**src/rtl/cpwm_pkg.sv**
```systemverilog
package cpwm_pkg;

    localparam int CNT_W   = 16;
    localparam int NUM_PH  = 3;
    localparam int ADDR_W  = 3;
    localparam int PRESC_W = 10;

    localparam int A_CTRL   = 0;
    localparam int A_PERIOD = 1;
    localparam int A_DEAD   = 2;
    localparam int A_ADCDLY = 3;
    localparam int A_DUTY0  = 4;

    typedef enum logic {
        DIR_UP   = 1'b0,
        DIR_DOWN = 1'b1
    } dir_e;

    typedef struct packed {
        logic       adc_at_peak;
        logic       load_peak;
        logic       trough_ie;
        logic       peak_ie;
        logic [2:0] clk_sel;
        logic       run;
    } ctrl_t;

    localparam int CTRL_W = $bits(ctrl_t);

    typedef struct packed {
        logic peak;
        logic trough;
    } evt_t;

    function automatic logic [PRESC_W-1:0] presc_last(input logic [2:0] sel);
        logic [PRESC_W-1:0] r;
        case (sel)
            3'd0:    r = PRESC_W'(0);
            3'd1:    r = PRESC_W'(3);
            3'd2:    r = PRESC_W'(15);
            3'd3:    r = PRESC_W'(63);
            3'd4:    r = PRESC_W'(255);
            default: r = PRESC_W'(1023);
        endcase
        return r;
    endfunction

endpackage

```
**src/rtl/cpwm_prescaler.sv**
```systemverilog
module cpwm_prescaler #(
    parameter int PW = cpwm_pkg::PRESC_W
) (
    input  logic       clk,
    input  logic       rst,
    input  logic [2:0] sel,
    output logic       tick
);
    logic [PW-1:0] pcnt_q;
    logic [PW-1:0] last;

    always_comb begin
        last = cpwm_pkg::presc_last(sel);
        tick = (pcnt_q >= last);
    end

    always_ff @(posedge clk) begin
        if (rst) begin
            pcnt_q <= '0;
        end else if (tick) begin
            pcnt_q <= '0;
        end else begin
            pcnt_q <= pcnt_q + 1'b1;
        end
    end
endmodule

```
**src/rtl/cpwm_carrier.sv**
```systemverilog
module cpwm_carrier #(
    parameter int CW = cpwm_pkg::CNT_W
) (
    input  logic                 clk,
    input  logic                 rst,
    input  logic                 run,
    input  logic                 tick,
    input  logic [CW-1:0]        period,
    input  logic [CW-1:0]        floor_v,
    output logic [CW-1:0]        cnt,
    output cpwm_pkg::evt_t       evt
);
    import cpwm_pkg::*;

    dir_e dir_q;

    always_comb begin
        evt.peak   = run && tick && (dir_q == DIR_UP)   && (cnt >= period);
        evt.trough = run && tick && (dir_q == DIR_DOWN) && (cnt <= floor_v);
    end

    always_ff @(posedge clk) begin
        if (rst) begin
            cnt   <= '0;
            dir_q <= DIR_UP;
        end else if (!run) begin
            cnt   <= floor_v;
            dir_q <= DIR_UP;
        end else if (tick) begin
            if (dir_q == DIR_UP) begin
                if (cnt >= period) begin
                    dir_q <= DIR_DOWN;
                    cnt   <= cnt - 1'b1;
                end else begin
                    cnt   <= cnt + 1'b1;
                end
            end else begin
                if (cnt <= floor_v) begin
                    dir_q <= DIR_UP;
                    cnt   <= cnt + 1'b1;
                end else begin
                    cnt   <= cnt - 1'b1;
                end
            end
        end
    end
endmodule

```
**src/rtl/cpwm_deadband.sv**
```systemverilog
module cpwm_deadband #(
    parameter int CW = cpwm_pkg::CNT_W
) (
    input  logic          clk,
    input  logic          rst,
    input  logic          run,
    input  logic          tick,
    input  logic          raw,
    input  logic [CW-1:0] dead,
    output logic          hi,
    output logic          lo
);
    logic          side_q;
    logic [CW-1:0] hold_q;
    logic          settled;

    always_comb begin
        settled = (hold_q == '0);
        hi      = run &&  side_q && settled;
        lo      = run && !side_q && settled;
    end

    always_ff @(posedge clk) begin
        if (rst) begin
            side_q <= 1'b0;
            hold_q <= '0;
        end else if (!run) begin
            side_q <= 1'b0;
            hold_q <= dead;
        end else if (tick) begin
            if (raw != side_q) begin
                side_q <= raw;
                hold_q <= dead;
            end else if (!settled) begin
                hold_q <= hold_q - 1'b1;
            end
        end
    end
endmodule

```
**src/rtl/cpwm_adc_trig.sv**
```systemverilog
module cpwm_adc_trig #(
    parameter int CW = cpwm_pkg::CNT_W
) (
    input  logic          clk,
    input  logic          rst,
    input  logic          tick,
    input  logic          ref_evt,
    input  logic [CW-1:0] delay,
    output logic          trig
);
    logic          pend_q;
    logic [CW-1:0] left_q;

    always_ff @(posedge clk) begin
        if (rst) begin
            pend_q <= 1'b0;
            left_q <= '0;
            trig   <= 1'b0;
        end else begin
            trig <= 1'b0;
            if (ref_evt) begin
                if (delay == '0) begin
                    trig   <= 1'b1;
                    pend_q <= 1'b0;
                end else begin
                    pend_q <= 1'b1;
                    left_q <= delay - 1'b1;
                end
            end else if (tick && pend_q) begin
                if (left_q == '0) begin
                    trig   <= 1'b1;
                    pend_q <= 1'b0;
                end else begin
                    left_q <= left_q - 1'b1;
                end
            end
        end
    end
endmodule

```
**src/rtl/cpwm_top.sv**
```systemverilog
module cpwm_top #(
    parameter int CW  = cpwm_pkg::CNT_W,
    parameter int NPH = cpwm_pkg::NUM_PH,
    parameter int AW  = cpwm_pkg::ADDR_W
) (
    input  logic           clk,
    input  logic           rst,
    input  logic           wr_en,
    input  logic [AW-1:0]  wr_addr,
    input  logic [CW-1:0]  wr_data,
    output logic [NPH-1:0] pwm_hi,
    output logic [NPH-1:0] pwm_lo,
    output logic           irq_peak,
    output logic           irq_trough,
    output logic           adc_trig
);
    import cpwm_pkg::*;

    localparam logic [AW-1:0] ADR_CTRL   = AW'(A_CTRL);
    localparam logic [AW-1:0] ADR_PERIOD = AW'(A_PERIOD);
    localparam logic [AW-1:0] ADR_DEAD   = AW'(A_DEAD);
    localparam logic [AW-1:0] ADR_ADCDLY = AW'(A_ADCDLY);
    localparam logic [CW-1:0] CMP_RESET  = '1;

    ctrl_t         ctrl_q;
    logic [CW-1:0] period_q;
    logic [CW-1:0] dt_q;
    logic [CW-1:0] adc_dly_q;

    logic          run_w;
    logic          peak_ie_w;
    logic          tick_w;
    logic [CW-1:0] cnt_w;
    evt_t          evt_w;
    logic          load_evt;
    logic          adc_ref;

    // register file
    always_ff @(posedge clk) begin
        if (rst) begin
            ctrl_q    <= '0;
            period_q  <= '0;
            dt_q      <= '0;
            adc_dly_q <= '0;
        end else if (wr_en) begin
            case (wr_addr)
                ADR_CTRL:   ctrl_q    <= ctrl_t'(wr_data[CTRL_W-1:0]);
                ADR_PERIOD: period_q  <= wr_data;
                ADR_DEAD:   dt_q      <= wr_data;
                ADR_ADCDLY: adc_dly_q <= wr_data;
                default:    ;
            endcase
        end
    end

    always_comb begin
        run_w     = ctrl_q.run;
        peak_ie_w = ctrl_q.peak_ie;
        load_evt  = evt_w.trough || (ctrl_q.load_peak && evt_w.peak);
        adc_ref   = ctrl_q.adc_at_peak ? evt_w.peak : evt_w.trough;
    end

    cpwm_prescaler #(.PW(PRESC_W)) u_presc (
        .clk  (clk),
        .rst  (rst),
        .sel  (ctrl_q.clk_sel),
        .tick (tick_w)
    );

    cpwm_carrier #(.CW(CW)) u_carrier (
        .clk     (clk),
        .rst     (rst),
        .run     (run_w),
        .tick    (tick_w),
        .period  (period_q),
        .floor_v (dt_q),
        .cnt     (cnt_w),
        .evt     (evt_w)
    );

    for (genvar p = 0; p < NPH; p++) begin : g_ph
        localparam logic [AW-1:0] ADR_DUTY = AW'(A_DUTY0 + p);

        logic [CW-1:0] buf_q;
        logic [CW-1:0] act_q;
        logic          pend_q;
        logic          hit;
        logic          raw;

        always_comb begin
            hit = wr_en && (wr_addr == ADR_DUTY);
            // compare 0 forces full on; compare at or above period never exceeded
            raw = (act_q == '0) || ((act_q < period_q) && (cnt_w > act_q));
        end

        always_ff @(posedge clk) begin
            if (rst) begin
                buf_q  <= CMP_RESET;
                act_q  <= CMP_RESET;
                pend_q <= 1'b0;
            end else begin
                if (load_evt && pend_q) begin
                    act_q  <= buf_q;
                    pend_q <= 1'b0;
                end
                if (hit) begin
                    buf_q  <= wr_data;
                    pend_q <= 1'b1;
                end
            end
        end

        cpwm_deadband #(.CW(CW)) u_db (
            .clk  (clk),
            .rst  (rst),
            .run  (run_w),
            .tick (tick_w),
            .raw  (raw),
            .dead (dt_q),
            .hi   (pwm_hi[p]),
            .lo   (pwm_lo[p])
        );
    end

    always_ff @(posedge clk) begin
        if (rst) begin
            irq_peak   <= 1'b0;
            irq_trough <= 1'b0;
        end else begin
            irq_peak   <= evt_w.peak   && ctrl_q.peak_ie;
            irq_trough <= evt_w.trough && ctrl_q.trough_ie;
        end
    end

    cpwm_adc_trig #(.CW(CW)) u_adc (
        .clk     (clk),
        .rst     (rst),
        .tick    (tick_w),
        .ref_evt (adc_ref),
        .delay   (adc_dly_q),
        .trig    (adc_trig)
    );
endmodule

```
**config.mk**
```make
export PLATFORM = sky130hd
export DESIGN_NAME = cpwm_top
export DESIGN_NICKNAME = d
export VERILOG_FILES = /design/src/rtl/cpwm_pkg.sv /design/src/rtl/cpwm_prescaler.sv /design/src/rtl/cpwm_carrier.sv /design/src/rtl/cpwm_deadband.sv /design/src/rtl/cpwm_adc_trig.sv /design/src/rtl/cpwm_top.sv
export SDC_FILE = /design/constraint.sdc
export NUM_CORES = 1
export LEC_CHECK = 0
export ABC_AREA = 1
export BUFFER_PORTS_ARGS = -buffer_cell sky130_fd_sc_hd__buf_4
export CAP_MARGIN = 10
export CORE_AREA = 4 4 197 199
export CTS_BUF_LIST = sky130_fd_sc_hd__clkbuf_16
export CTS_CLUSTER_DIAMETER = 40
export DETAILED_ROUTE_END_ITERATION = 12
export DIE_AREA = 0 0 201 203
export GPL_TIMING_DRIVEN = 0
export PLACE_DENSITY_LB_ADDON = 0.15
export SLEW_MARGIN = 20
export SYNTH_ARGS = -nofsm -noshare
export SYNTH_HDL_FRONTEND = slang
export SYNTH_HIERARCHICAL = 1
export SYNTH_SLANG_ARGS = --single-unit
```
**constraint.sdc**
```tcl
create_clock -name clk -period 5.6 [get_ports clk]
set_clock_uncertainty 0.05 [all_clocks]
set_input_delay 1.12 -clock clk [delete_from_list [all_inputs] [get_ports clk]]
set_output_delay 1.12 -clock clk [all_outputs]
set_load 0.05 [all_outputs]
```
==> impl_metrics.toml <==
[timing]
relSlewSlack = 0.437
max_freq_mhz = 212
grt_setup_unrepaired = "no"
drv_slew = 0
setup_violations = 0
worst_slew_pin_slew_ns = 0.844
fin_crit_sh = 0.844
whs_ns = 0.394
hold_viol_final = 0
final.setup.tns_ns = 0
min_period_ns = 4.73

[placement]
place.gp.congestion = 0.902
hpwl_mm = 36.8
portBuffers = 30

[clock_tree]
numCtsBuffers = 47
htreeDepth = 2
cts_tree = "built"
cts_buffer_depth = 3
cts_root_buffer = "clkbuf_16"
holdBufCountCts = 0
clk_pin_slew_worst_paths_ns = 0.05
cts_setup_buffers = 0
clock_latency_ns = 0.59
numClockSinks = 253
cts-resized-gates = 0

[synth]
synth_fa_ha_area_frac = 0.107
synth_area_leaders = "dfxtp_1 (31%), nand2_1 (16%), ha_1 (11%)"
synth_top_cell_by_area = "dfxtp_1"
synth_compound_area_frac = 0.117
synthXorXnorAreaFrac = 0.0243
synth_top_family_by_area = "simple AND/OR/NAND/NOR gates"
yosysSeqAreaShare = 0.306
async_reset_ff_frac = 0
syn_area_per_cell_um2 = 6.65
synthCells = 2491
synth_nets = 2655
yosysWarnings = 6
ys_seq_elements = 253
synthSimpleGateAreaFrac = 0.335
synth_cell_types = 40
syn_area_mm2 = 0.0166
synth-edff-count = 0
muxShareOfSynthArea = 0
synth_ff_type = "dfxtp_1"
synth_top_area_frac = 0.306

[floorplan]
start_util = 0.445
die_w_um = 201
die-area_mm2 = 0.0408
core_mm2 = 0.0372
die_h_um = 203
io_pins = 31
placementRows = 71

[finish]
drive_gt1_frac = 0.106
syn2layout_area_growth_pct = 14.5
n_antenna_cell = 0
finalNetCount = 2734

[routing]
dr.first_iter.drc_count = 1147
avgViaCountPerCell = 5.16
wl_mm = 51.4
num_vias = 15900
wl_per_cell_um = 16.7
detail_route.drc_violations = 0
ant_nets = 0
drtPass1Iterations = 6

[worst_setup_path]
r2r-end = "u_adc/left_q[12]"
path_max_fanout = 10
crit_path_end = "u_adc/left_q[12]"
crit_path_max_incr_delay_ns = 0.51
endpoint_kind = "flop"
r2r_cells = 29
cp.required_ns = 6.01
path_class = "reg2reg"
reg2reg_slack_ns = 0.87
crit_start = "ctrl_q[1]"
path_common_cell = "nand2_1"
worstSetupStartpointType = "flop"
rr_startpoint = "ctrl_q[1]"
cp_slowest_cell = "nand3_1"
worstPathArrival_ns = 5.14

[global_route]
grt_pass1_wl_mm = 81.6
grt_pass1_vias = 15300
antenna_found_initial = 0
grt_max_degree = 18
grt_usage = 0.250
overflow = 0

[power_and_ir_drop]
powerDensity_mw_per_mm2 = 296
peakVddDrop_v = 0.000207
leakage_nw = 9.42

[worst_hold_path]
hold_class = "reg2reg"

[job]
drv_cap = 0

[run_status]
status = "finished, final reports clean"
[state kept, by name, indices dropped and copies added, names as in the netlist, 10 cells and up]
register,count
g_ph.act_q,48
g_ph.buf_q,48
g_ph.u_db/hold_q,48
adc_dly_q,16
dt_q,16
period_q,16
u_adc/left_q,16
u_carrier/cnt,16
u_presc/pcnt_q,10
[how the worst min path moves through the flow]
stage                       startpoint            to  slack (ns)  cells past startpoint
after floorplan              peak_ie_w      irq_peak        0.36                      2
after global placement    adc_dly_q[1]  adc_dly_q[1]        0.39                      2
after detailed placement  adc_dly_q[1]  adc_dly_q[1]        0.39                      2
after CTS                 adc_dly_q[1]  adc_dly_q[1]        0.40                      2
after global routing         ctrl_q[5]     ctrl_q[5]        0.43                      2
final                     adc_dly_q[1]  adc_dly_q[1]        0.39                      2
[area by class of cell]
cell class	instances	area, µm²
flip-flops and latches	253	5060
plain buffers	76	488
repair buffers	30	225
clock inverters	37	379
inverters	359	1350
well taps	474	593
multi-input cells	1803	9660
fillers	3714	18300
clock buffers	48	1200
[power by group]
part / internal (mW) / total [mW] / switching [mW] / leakage [nW]
combinational: 0.279 / 0.818 / 0.539 / 6.59
clock: 1.84 / 2.87 / 1.03 / 0.777
sequential: 1.86 / 1.93 / 0.0712 / 2.05
total: 3.98 / 5.61 / 1.64 / 9.42
[cells in the mapped netlist (21+ instances only)]
| cell | number |
|---|---|
| nand2_1 | 690 |
| o211ai_1 | 51 |
| inv_2 | 24 |
| ha_1 | 142 |
| nor2_1 | 293 |
| a21oi_1 | 143 |
| nor2_2 | 22 |
| nand3_1 | 138 |
| dfxtp_1 | 253 |
| o21ai_0 | 94 |
| buf_2 | 36 |
| xor2_1 | 33 |
| nor2_4 | 21 |
| inv_1 | 332 |
| nand3b_1 | 26 |
[cell usage in the layout (no fill, tap or decap), drive strengths merged, types with 4 or more instances in the layout]
cell type,synthesis,final
a21oi,148,148
buf,60,90
bufinv,0,6
clkbuf,16,64
clkinv,2,16
clkinvlp,0,6
dfxtp,253,253
ha,142,142
inv,357,368
nand2,717,717
nand3,148,148
nand3b,26,26
nand4,17,17
nor2,336,336
nor3,10,10
nor4,14,14
o211ai,51,51
o21a,6,6
o21ai,114,114
o21bai,4,4
o22ai,19,19
xnor2,13,13
xor2,33,33
[layer usage]
layer	up-vias	wire length, µm	global-route usage
met3	109	3120	0.0382
met2	423	23000	0.410
met5	-	0	0
met1	7228	23400	0.329
li1	8120	-	-
met4	0	1980	0.104
[worst max-delay path: cells and delay by family (launching register included)]
kind | cells | cell delay [ns]
AOI/OAI and AO/OA | 3 | 0.67
adders and majority gates | 2 | 0.43
buffers and inverters | 6 | 0.71
DFF | 1 | 0.33
and+or+nand+nor | 18 | 2.42
[through the flow]
step,std cells,setup WS [ns],util,area [µm²],power [mW]
after global routing,3080,0.543,0.509,19000,5.86
final,3080,0.872,0.509,19000,5.61
after CTS,3080,0.917,0.509,19000,5.65
after floorplan,2491,2.09,-,16600,2.54
after detailed placement,2995,0.949,0.467,17400,2.77
after global placement,2995,0.960,0.467,17400,2.75
[cell families (layout without fill, tap and decap cells)]
group	count (synthesis)	in the layout
AND/OR/NAND/NOR	1270	1270
adder cells (fa/ha/maj)	142	142
flip-flops	253	253
buffers and inverters	435	550
AO/OA/AOI/OAI	345	345
XOR/XNOR	46	46
Power figures use the tool's default switching activity.
